$ cat config.mk
export PLATFORM = sky130hd
export DESIGN_NAME = fetch_addr_sel
export DESIGN_NICKNAME = d
export VERILOG_FILES = /design/src/rtl/fas_pkg.sv /design/src/rtl/fas_eq_cmp.sv /design/src/rtl/fas_targets.sv /design/src/rtl/fas_pc_reg.sv /design/src/rtl/fetch_addr_sel.sv
export SDC_FILE = /design/constraint.sdc
export NUM_CORES = 1
export LEC_CHECK = 0
export CAP_MARGIN = 20
export CORE_ASPECT_RATIO = 1.5
export CORE_UTILIZATION = 41
export DETAILED_ROUTE_END_ITERATION = 16
export GPL_TIMING_DRIVEN = 0
export PLACE_DENSITY = 0.79
export SYNTH_ARGS = -nofsm -noshare
export SYNTH_HDL_FRONTEND = slang
export SYNTH_SLANG_ARGS = --single-unit
$ cat constraint.sdc
create_clock -name clk -period 3.2 [get_ports clk]
set_input_delay 0.64 -clock clk [delete_from_list [all_inputs] [get_ports clk]]
set_output_delay 0.64 -clock clk [all_outputs]
set_load 0.005 [all_outputs]
$ cat src/rtl/fas_pkg.sv
package fas_pkg;
   localparam int SEL_W = 3;

   typedef enum logic [SEL_W-1:0] {
      SEL_SEQ   = 3'd0,
      SEL_BR    = 3'd1,
      SEL_REG   = 3'd2,
      SEL_ABS   = 3'd3,
      SEL_RST   = 3'd4,
      SEL_VEC_A = 3'd5,
      SEL_VEC_B = 3'd6
   } next_sel_e;
endpackage

$ cat src/rtl/fas_eq_cmp.sv
module fas_eq_cmp #(
   parameter int W = 32
) (
   input  logic [W-1:0] a_i,
   input  logic [W-1:0] b_i,
   output logic         eq_o
);
   logic [W-1:0] diff;
   assign diff = a_i ^ b_i;
   assign eq_o = ~(|diff);
endmodule

$ cat src/rtl/fas_targets.sv
module fas_targets #(
   parameter int XLEN          = 32,
   parameter int JIDX_W        = 26,
   parameter int IMM_W         = 16,
   parameter bit REG_TGT_ALIGN = 1'b1
) (
   input  logic [XLEN-1:0]   pc_i,
   input  logic [JIDX_W-1:0] jfield_i,
   input  logic [XLEN-1:0]   rs_val_i,
   output logic [XLEN-1:0]   pc_plus4_o,
   output logic [XLEN-1:0]   br_tgt_o,
   output logic [XLEN-1:0]   abs_tgt_o,
   output logic [XLEN-1:0]   reg_tgt_o
);
   localparam int PAGE_W = XLEN - JIDX_W - 2;
   localparam int SEXT_W = XLEN - IMM_W - 2;

   logic [IMM_W-1:0] imm;
   logic [XLEN-1:0]  br_off;

   assign imm        = jfield_i[IMM_W-1:0];
   assign br_off     = {{SEXT_W{imm[IMM_W-1]}}, imm, 2'b00};
   assign pc_plus4_o = pc_i + XLEN'(4);
   assign br_tgt_o   = pc_i + br_off;
   assign abs_tgt_o  = {pc_i[XLEN-1 -: PAGE_W], jfield_i, 2'b00};

   generate
      if (REG_TGT_ALIGN) begin : g_align
         assign reg_tgt_o = rs_val_i & ~XLEN'(3);
      end else begin : g_raw
         assign reg_tgt_o = rs_val_i;
      end
   endgenerate
endmodule

$ cat src/rtl/fas_pc_reg.sv
module fas_pc_reg #(
   parameter int              XLEN    = 32,
   parameter logic [XLEN-1:0] RST_VEC = 32'h8000_0000
) (
   input  logic            clk,
   input  logic            rst,
   input  logic            hold_i,
   input  logic [XLEN-1:0] nxt_i,
   output logic [XLEN-1:0] pc_o
);
   logic [XLEN-1:0] pc_q;

   always_ff @(posedge clk) begin
      if (rst)          pc_q <= RST_VEC;
      else if (!hold_i) pc_q <= nxt_i;
   end

   assign pc_o = pc_q;

   p_reset_load_r1: assert property (@(posedge clk) rst |=> pc_q == RST_VEC);
   p_hold_keeps_r9: assert property (@(posedge clk) disable iff (rst)
      hold_i |=> pc_q == $past(pc_q));
endmodule

$ cat src/rtl/fetch_addr_sel.sv
module fetch_addr_sel #(
   parameter int              XLEN          = 32,
   parameter int              JIDX_W        = 26,
   parameter int              IMM_W         = 16,
   parameter bit              REG_TGT_ALIGN = 1'b1,
   parameter logic [XLEN-1:0] RST_VEC       = 32'h8000_0000,
   parameter logic [XLEN-1:0] VEC_A         = 32'h8000_0040,
   parameter logic [XLEN-1:0] VEC_B         = 32'h8000_0080
) (
   input  logic                     clk,
   input  logic                     rst,
   input  logic                     stall_i,
   input  logic                     irq_i,
   input  logic [fas_pkg::SEL_W-1:0] sel_i,
   input  logic [JIDX_W-1:0]        jfield_i,
   input  logic [XLEN-1:0]          rs_val_i,
   input  logic [XLEN-1:0]          rt_val_i,
   output logic [XLEN-1:0]          pc_o,
   output logic [XLEN-1:0]          pc_plus4_o,
   output logic [XLEN-1:0]          fetch_addr_o
);
   import fas_pkg::*;

   generate
      if (JIDX_W + 2 >= XLEN) begin : g_bad_jidx
         $error("jump field leaves no upper PC bits");
      end
      if (IMM_W > JIDX_W || IMM_W + 2 >= XLEN) begin : g_bad_imm
         $error("branch immediate width does not fit");
      end
   endgenerate

   logic [XLEN-1:0] pc, seq_a, br_a, abs_a, reg_a, dec_a;
   logic            ops_eq;

   fas_eq_cmp #(.W(XLEN)) u_cmp (
      .a_i  (rs_val_i),
      .b_i  (rt_val_i),
      .eq_o (ops_eq)
   );

   fas_targets #(
      .XLEN(XLEN), .JIDX_W(JIDX_W), .IMM_W(IMM_W), .REG_TGT_ALIGN(REG_TGT_ALIGN)
   ) u_tgt (
      .pc_i       (pc),
      .jfield_i   (jfield_i),
      .rs_val_i   (rs_val_i),
      .pc_plus4_o (seq_a),
      .br_tgt_o   (br_a),
      .abs_tgt_o  (abs_a),
      .reg_tgt_o  (reg_a)
   );

   always_comb begin
      unique case (sel_i)
         SEL_SEQ:   dec_a = seq_a;
         SEL_BR:    dec_a = ops_eq ? br_a : seq_a;
         SEL_REG:   dec_a = reg_a;
         SEL_ABS:   dec_a = abs_a;
         SEL_RST:   dec_a = RST_VEC;
         SEL_VEC_A: dec_a = VEC_A;
         SEL_VEC_B: dec_a = VEC_B;
         default:   dec_a = seq_a;
      endcase
   end

   always_comb begin
      if (rst)          fetch_addr_o = RST_VEC;
      else if (stall_i) fetch_addr_o = pc;
      else if (irq_i)   fetch_addr_o = VEC_B;
      else              fetch_addr_o = dec_a;
   end

   fas_pc_reg #(.XLEN(XLEN), .RST_VEC(RST_VEC)) u_pc (
      .clk    (clk),
      .rst    (rst),
      .hold_i (stall_i),
      .nxt_i  (dec_a_or_irq()),
      .pc_o   (pc)
   );

   function automatic logic [XLEN-1:0] dec_a_or_irq();
      return irq_i ? VEC_B : dec_a;
   endfunction

   assign pc_o       = pc;
   assign pc_plus4_o = seq_a;

   p_fetch_match_r11: assert property (@(posedge clk) disable iff (rst)
      1'b1 |=> pc == $past(fetch_addr_o));
   p_irq_vector_r10: assert property (@(posedge clk) disable iff (rst)
      (irq_i && !stall_i) |=> pc == VEC_B);
   p_seq_step_r2: assert property (@(posedge clk) disable iff (rst)
      (!stall_i && !irq_i && sel_i == SEL_SEQ) |=> pc == $past(pc) + XLEN'(4));
   p_untaken_r4: assert property (@(posedge clk) disable iff (rst)
      (!stall_i && !irq_i && sel_i == SEL_BR && rs_val_i != rt_val_i)
      |=> pc == $past(pc) + XLEN'(4));

   generate
      if (REG_TGT_ALIGN) begin : g_align_chk
         p_word_aligned_r5: assert property (@(posedge clk) disable iff (rst)
            pc[1:0] == 2'b00);
      end
   endgenerate
endmodule

==> metrics.txt <==
CP Data Required Time roughly 2.6 ns; worst relative slew slack 0.286; CTS tree done; fmax 262 MHz; Final Cycle Share 1.19; CP max FO 3; pwr dens 200 nW/um2; clock latency on the worst-skew pair about 0.3 ns; max reg flops 32; Final Hold Violating Endpoints 0; Syn Area/Cell 7.26 um2; Post-DRT Antenna Nets 0; # setup viols final 41; Cell Area, Placed about 7100 um2; critical path startpoint category input pin; clk_skew approximately 0.011 ns; first-pass GRT wire length around 44 mm; synth warn 0; # H-tree levels 2; failing checks negative setup slack; status complete, but fails checks; die area around 12000 um2; via-per-instance ratio between 7 and 8; Post-Synthesis Net Count roughly 800; Post-synth ARST share 0; hold path start u_pc.pc_o[0]; core area 11500 um2; dpl ws -2.19 ns; hold depth 2; Worst path max stage delay about 0.45 ns; worst path cell trace buf_8 > ha_4 > inv_2 > fa_2 > nor2b_4 > o21a_1 > o211ai_2 > a311oi_2 > or3_4 > a221oi_4 > xor2_1 > o311ai_2 > buf_2; # DRC 0; R2R depth 16; nets approximately 1100; leading area contributor after synthesis dfxtp_1; HP Class reg -> reg; port buffer count 190; worst setup margin -0.612 ns; number of synthesized flops with an enable pin 0; effective utilization at floorplan 0.424; Synth top area share 0.131; Area contributors post-synth dfxtp_1, xor2_1, ha_1; Worst Path Arrival ~3.2 ns; PnR Total Power between 1.5 and 2 mW; CTS sink count 32; width of the die 91.1 um; layout cells sized above 1 0.480; 1st-pass router iterations 6; Post-Syn Area 4880 um2; # Max-Cap Violations 0; Mapped Cells 673; register area share after synthesis 0.131; Top FF cell, synth dfxtp_1; RSZ-0062 raised after global routing true; maximum clock path buffer count 2; diode count 0; Slew @ Worst Pin around 1.1 ns; Final HPWL DP ~20 mm; Netlist cell types just over 80; crit end category primary output; Final Slew Violations 0; Placer Congestion 1.01; CTS buffer count 5; IO Pins ~190; die height roughly 140 um; Routed WL per cell 28.9 um; Starting DRT DRC Count about 1100; post-synthesis register bit count 32; vias in the first global route around 7700; final instance area 9710 um2; Tmin final roughly 3.8 ns; overall routing resource usage 0.472; hold slack 0.466 ns; clock root buffer clkbuf_16; r2r startpoint u_pc.pc_o[5]; CP max-delay cell or3_4; Reg clk slew, reported paths 0.05 ns; hold buffer count at CTS 0; WL final between 30 and 40 mm; Max VDD drop approximately 0.00019 V; antenna violations before repair 0; crit path launch jfield_i[0]; row cnt 48; leak pwr a little over 4 nW; Setup CP Type in -> out; grt ovf 0; largest net degree at the start of global routing 17; vias 8105; Layout Area Growth over Synthesis 98.9%
routing by layer:
| layer | wire length [um] | vias to the layer above | track usage |
|---|---|---|---|
| li1 | - | 3164 | - |
| met1 | 10100 | 3753 | 0.460 |
| met2 | 15200 | 848 | 0.808 |
| met3 | 3720 | 340 | 0.125 |
| met4 | 4250 | 0 | 0.444 |
| met5 | 0 | - | 0 |
synth_stat cells (all sizes together) (10+ instances only):
library cell and count:
o21ai 63, xor2 55, nand2 54, nor2 52, a21oi 39, dfxtp 32, ha 30, nand3 26
xnor2 26, clkbuf 25, inv 25, o211ai 23, a21o 17, mux2i 15, nor3 13, and3 12
nand4 12, buf 11, a31oi 10, nor4 10, o21a 10
power breakdown:
part | switching (mW) | internal, mW | total (mW)
Clock | 0.221 | 0.284 | 0.505
Combinational | 0.536 | 0.461 | 0.997
Sequential | 0.0315 | 0.409 | 0.440
per-stage QoR:
stage           util  instances  TNS [ns]
6_report       0.842       1153    -13.98
5_1_grt        0.842       1153    -16.72
4_1_cts        0.769       1114     -8.47
3_5_place_dp   0.617       1013    -81.27
3_3_place_gp   0.617       1013    -80.44
2_1_floorplan      -        673   -0.0917
logic make-up after synthesis:
logic type,after synthesis,synth area share
compound gates,241,0.333
simple gates,210,0.220
xor+xnor,81,0.145
buf+inv,62,0.0564
flops,32,0.131
fa+ha+maj,31,0.0810
mux,16,0.0331
area by class of cell:
cell class	count	area [um2]
fillers	627	1820
plain buffers	32	294
well taps	150	188
inverters	26	98.8
multi-input cells	579	5450
clock buffers	6	129
repair buffers	327	2870
flip-flops and latches	32	673
clock inverters	1	5.00
repair_timing:
item / CTS / global route
pin swaps: 142 / 106
cloned: 2 / 1
buffers inserted: 96 / 51
endpoints found under the setup margin: 80 / 52
gates resized for setup: 637 / 153
final timing paths:
| kind | end | slack (ns) |
|---|---|---|
| worst max-delay path | fetch_addr_o[28] | -0.61 |
| worst min-delay path | u_pc.pc_o[0] | 0.47 |
| worst max register to register | u_pc.pc_o[12] | 0.14 |
| worst min register to register | u_pc.pc_o[0] | 0.47 |
layout by cell type, fill, tap and decap left out, types with 8 or more instances in the layout:
| cell type | Yosys | routed |
|---|---|---|
| a21o_1 | 15 | 15 |
| a21oi_1 | 38 | 22 |
| a21oi_2 | 1 | 12 |
| a22o_1 | 9 | 9 |
| and3_1 | 11 | 11 |
| buf_2 | 5 | 55 |
| buf_4 | 2 | 110 |
| buf_6 | 1 | 39 |
| buf_8 | 0 | 11 |
| clkbuf_16 | 0 | 9 |
| clkbuf_2 | 1 | 13 |
| clkdlybuf4s15_1 | 0 | 19 |
| clkdlybuf4s50_1 | 0 | 75 |
| dfxtp_1 | 32 | 14 |
| dfxtp_2 | 0 | 14 |
| dlygate4sd2_1 | 0 | 8 |
| ha_4 | 0 | 19 |
| inv_1 | 25 | 23 |
| mux2i_1 | 15 | 14 |
| nand2_1 | 52 | 45 |
| nand3_1 | 26 | 22 |
| nand4_1 | 12 | 12 |
| nor2_1 | 50 | 39 |
| o211ai_1 | 22 | 22 |
| o21a_1 | 10 | 9 |
| o21ai_0 | 60 | 36 |
| o21ai_2 | 1 | 17 |
| xnor2_1 | 26 | 15 |
| xnor2_2 | 0 | 11 |
| xor2_1 | 55 | 30 |
| xor2_2 | 0 | 18 |
critical path, delay by kind of cell:
family | cells | cell delay, ns
compound gates | 5 | 1.14
xor+xnor | 1 | 0.14
fa+ha+maj | 2 | 0.40
buf+inv | 3 | 0.32
simple gates | 2 | 0.51
No activity file was read; power rests on OpenSTA's default activity.
